### src/rtl/kbd_event_decoder.sv
module kbd_event_decoder #(
  parameter int         CODE_W     = 8,
  parameter logic [7:0] BREAK_BYTE = 8'hF0,
  parameter logic [7:0] EXT_BYTE   = 8'hE0
) (
  input  logic              clk,
  input  logic              rst_n,
  input  logic              byte_valid,
  input  logic [CODE_W-1:0] byte_data,
  input  logic              frame_err,
  input  logic              repeat_squash,
  output logic              evt_valid,
  output logic [CODE_W-1:0] evt_code,
  output logic              evt_release,
  output logic              evt_repeat,
  output logic              evt_extended
);
  localparam int KEYS = 1 << CODE_W;

  logic [KEYS-1:0] held;
  logic            brk_q, ext_q;

  wire take     = byte_valid && !frame_err;
  wire is_brk   = byte_data == BREAK_BYTE[CODE_W-1:0];
  wire is_ext   = byte_data == EXT_BYTE[CODE_W-1:0];
  wire is_code  = take && !is_brk && !is_ext;
  wire was_held = held[byte_data];
  wire again    = was_held && !brk_q;
  wire emit     = is_code && !(again && repeat_squash);

  always_ff @(posedge clk or negedge rst_n) begin
    if (!rst_n) begin
      held         <= '0;
      brk_q        <= 1'b0;
      ext_q        <= 1'b0;
      evt_valid    <= 1'b0;
      evt_code     <= '0;
      evt_release  <= 1'b0;
      evt_repeat   <= 1'b0;
      evt_extended <= 1'b0;
    end else begin
      evt_valid <= emit;
      if (frame_err) begin
        brk_q <= 1'b0;
        ext_q <= 1'b0;
      end else if (take) begin
        if (is_brk)       brk_q <= 1'b1;
        else if (is_ext)  ext_q <= 1'b1;
        else begin
          brk_q           <= 1'b0;
          ext_q           <= 1'b0;
          held[byte_data] <= !brk_q;
        end
      end
      if (emit) begin
        evt_code     <= byte_data;
        evt_release  <= brk_q;
        evt_repeat   <= again;
        evt_extended <= ext_q;
      end
    end
  end
endmodule

### config.mk
export PLATFORM = sky130hd
export DESIGN_NAME = kbd_event_decoder
export DESIGN_NICKNAME = d
export VERILOG_FILES = /design/src/rtl/kbd_event_decoder.sv
export SDC_FILE = /design/constraint.sdc
export NUM_CORES = 1
export LEC_CHECK = 0
export ABC_AREA = 0
export ABC_CLOCK_PERIOD_IN_PS = 5700
export CAP_MARGIN = 20
export CORE_ASPECT_RATIO = 0.9
export CORE_MARGIN = 5
export CORE_UTILIZATION = 47
export DETAILED_ROUTE_END_ITERATION = 8
export DONT_BUFFER_PORTS = 1
export SETUP_SLACK_MARGIN = 0.5
export SYNTH_ARGS = -nofsm -noshare
export SYNTH_HDL_FRONTEND = slang
export SYNTH_SLANG_ARGS = --single-unit
### constraint.sdc
create_clock -name clk -period 5.7 [get_ports clk]
set_input_delay 0.285 -clock clk [delete_from_list [all_inputs] [get_ports clk]]
set_output_delay 0.285 -clock clk [all_outputs]
set_load 0.005 [all_outputs]
==> results.yml <==
outcome:
  status: "complete, but fails checks"
  violations: "negative hold slack"
grt:
  grt_max_degree: 271
  antenna_found_initial: 0
  globalRouteTotalUtil_pct: 23.19
  grt_pass1_vias: 9128
  grt_pass1_wl_um: 56590
  grt_overflow_total: 0
synth:
  ys_ff_latch: 270
  synth-xor-area-share_pct: 0
  muxShareOfSynthArea_pct: 12.60
  synth_adder_area_share_pct: 0
  syn-instance-count: 1186
  synth_compound_area_share_pct: 26.74
  avgSynthCellArea_um2: 11.04
  synth-simple-area-share_pct: 4.434
  yosys_warnings: 0
  seq_area_frac_synth_pct: 51.60
  synth_area_um2: 13090
  synth_cell_types: 37
  synth_top_family_by_area: "compound AO/OA/AOI/OAI gates"
  syn_nets: 1199
setup_path:
  reg2reg_depth: 8
  critical_path_depth: 8
  crit_buf_inv: 0
  start_kind: "flip-flop"
  crit_family: "compound AO/OA/AOI/OAI gates"
  end_kind: "flip-flop"
  path_class: "reg2reg"
  cp_slowest_cell: "mux4_2"
  critPathMaxStageDelay_ps: 480
  cp_data_required_time_ps: 6110
  crit_arrival_ps: 3560
  cpMostUsedCell: "a221oi_1"
  crit_fanout: 10
  path_cells: "mux4_2, a22o_1, a221oi_1, a31oi_1, a221oi_1, nand4_1, a31oi_4, mux2_2"
power_and_ir_drop:
  p_leak_nw: 5.681
  ir_drop_mv: 0.2010
  p_per_area_nw_per_um2: 290.4
timing:
  hold_viol_final: 270
  drv_slew: 0
  post-route-period-util_pct: 55.28
  tns_ps: 0
  setup_viol: 0
  maxSlewHeadroom_pct: 15.74
  fin_hold_ws_ps: -543.2
  fmax_ghz: 0.3174
  skew_ps: 17.68
  worst_pin_slew_ps: 1264
  period_minus_slack_ps: 3151
  rsz0062_at_grt: "false"
route:
  ant_nets: 0
  route.vias.total: 9533
  vias_per_cell: 6.454
  drtIter0Drc: 1064
  drcViolationCount: 0
  totalWireLength_um: 36060
  dr.pass1.iters: 7
  wl_per_cell_um: 24.41
clock_network:
  clkTransAtPathRegs_ps: 60
  htreeDepth: 1
  cts_sinks: 270
  cts_buffer_depth: 3
  post_cts_buffers: 0
  cts_tree: "built"
  cts_buffers: 28
  insertion_delay_ps: 550
  cts_root_buf: "clkbuf_16"
  postCtsHoldBufs: 11
  cts_resized: 0
floorplanning:
  die_w_um: 185.9
  fp.coreArea_um2: 27720
  fp.dieH_um: 168.3
  fp-row-count: 58
  pin_count: 25
  die_area_um2: 31300
  start_util_pct: 47.23
layout:
  seq_area_um2: 6760
  num_antenna_cells: 0
  nets: 1112
  fillerInstances: 2494
  syn2layout_area_growth_pct: 7.568
  layout-drive-gt1-share_pct: 11.10
  multi_input_comb_area_um2: 5732
placement:
  place.gp.congestion: 0.7990
  post-dp-hpwl_um: 19890
  port_buffers: 0
flow_run:
  cap_violations: 0
worst_hold_path:
  hold_class: "in2async"
[placed cells by master (no fill, tap or decap), drive strengths merged, types with 2 or more instances in the layout]
cell	Yosys	final
nand2	29	29
nor2	14	14
dlygate4sd3	0	11
nand4b	2	2
o31ai	255	255
and2	2	2
nand3	29	29
nand2b	3	3
mux4	51	51
nor3b	4	4
inv	4	4
a31oi	7	7
a22o	2	2
or2	6	6
clkinv	0	2
mux2i	40	40
clkbuf	130	46
a22oi	14	14
a211o	2	2
nand4	6	6
mux2	9	9
dfrtp	270	270
a221oi	4	4
a21oi	12	12
o21ai	255	255
buf	16	18
nand3b	3	3
nor2b	10	10
[registers in the layout, summed over array words and instances, names as in the netlist]
signal and flops:
evt_valid 1, evt_extended 1, evt_release 1, ext_q 1
evt_code 8, brk_q 1, evt_repeat 1, held 256
[synthesized netlist by cell type]
cell | count | area (um^2)
a211o_1 | 2 | 17.52
a21oi_1 | 12 | 60.06
a221oi_1 | 4 | 35.03
a22o_1 | 2 | 17.52
a22oi_1 | 14 | 105.1
a31oi_1 | 6 | 37.54
a31oi_4 | 1 | 21.27
and2_1 | 2 | 12.51
and3_1 | 1 | 6.260
and3b_1 | 1 | 8.760
buf_1 | 6 | 22.52
buf_2 | 4 | 20.02
buf_4 | 2 | 15.01
buf_6 | 4 | 45.04
clkbuf_1 | 130 | 488.0
dfrtp_1 | 270 | 6756
inv_1 | 4 | 15.01
mux2_2 | 9 | 101.4
mux2i_1 | 40 | 400.4
mux4_2 | 51 | 1149
nand2_1 | 29 | 108.9
nand2b_1 | 3 | 18.77
nand3_1 | 29 | 145.1
nand3b_1 | 3 | 22.52
nand4_1 | 6 | 37.54
nand4b_1 | 2 | 17.52
nor2_1 | 14 | 52.55
nor2b_1 | 10 | 62.56
nor3_1 | 1 | 5.000
nor3b_1 | 4 | 30.03
nor4_1 | 1 | 6.260
nor4b_1 | 1 | 8.760
o21ai_0 | 255 | 1276
o22ai_1 | 1 | 6.260
o31ai_1 | 255 | 1914
o32a_1 | 1 | 10.01
or2_2 | 6 | 37.54
[path summary, 6_finish.rpt]
kind	start	endpoint	slack [ps]
max	held[95]	evt_extended	2550
max in group asynchronous	rst_n	held[130]	5460
min in group clk	byte_valid	brk_q	70
min reg2reg	held[224]	held[224]	380
min	rst_n	held[40]	-540
max reg2reg	held[95]	evt_extended	2550
[per-stage QoR]
step | std cells | total power, mW | setup WS [ps] | util (%) | cell area, um^2
CTS | 1477 | 4.121 | 2522 | 50.81 | 14080
finish | 1477 | 4.091 | 2549 | 50.81 | 14080
global placement | 1418 | 2.346 | 2628 | 47.27 | 13110
floorplan | 1186 | 2.318 | 2815 | - | 13090
global route | 1477 | 4.251 | 2426 | 50.81 | 14080
detailed placement | 1418 | 2.355 | 2578 | 47.27 | 13110
[where the power goes]
part,switching (mW),internal [mW],total (mW)
Combinational,0.138,0.128,0.266
Clock,0.744,1.02,1.76
Sequential,0.0497,2.01,2.06
Total,0.932,3.16,4.09
[metal layers]
metal | share of wire [%] | global-route usage [%] | up-vias
met1 | 45 | 35.28 | 4779
met3 | 6.3 | 3.543 | 38
met4 | 1.3 | 3.579 | 0
li1 | - | - | 4422
met5 | 0 | 0 | -
met2 | 47 | 36.21 | 294
[kinds of logic (layout without fill, tap and decap cells)]
group / after synthesis / in the layout
and+or+nand+nor: 113 / 113
DFF: 270 / 270
AOI/OAI and AO/OA: 553 / 553
muxes: 100 / 100
buffers and inverters: 150 / 81
[layout make-up]
type / instances / share of cell area [%]
well taps: 360 / 3.198
inverters: 4 / 0.1066
flip-flops and latches: 270 / 48.00
repair buffers: 29 / 1.830
clock buffers: 46 / 6.103
multi-input cells: 766 / 40.69
clock inverters: 2 / 0.07107
(Power assumes the default switching activity.)
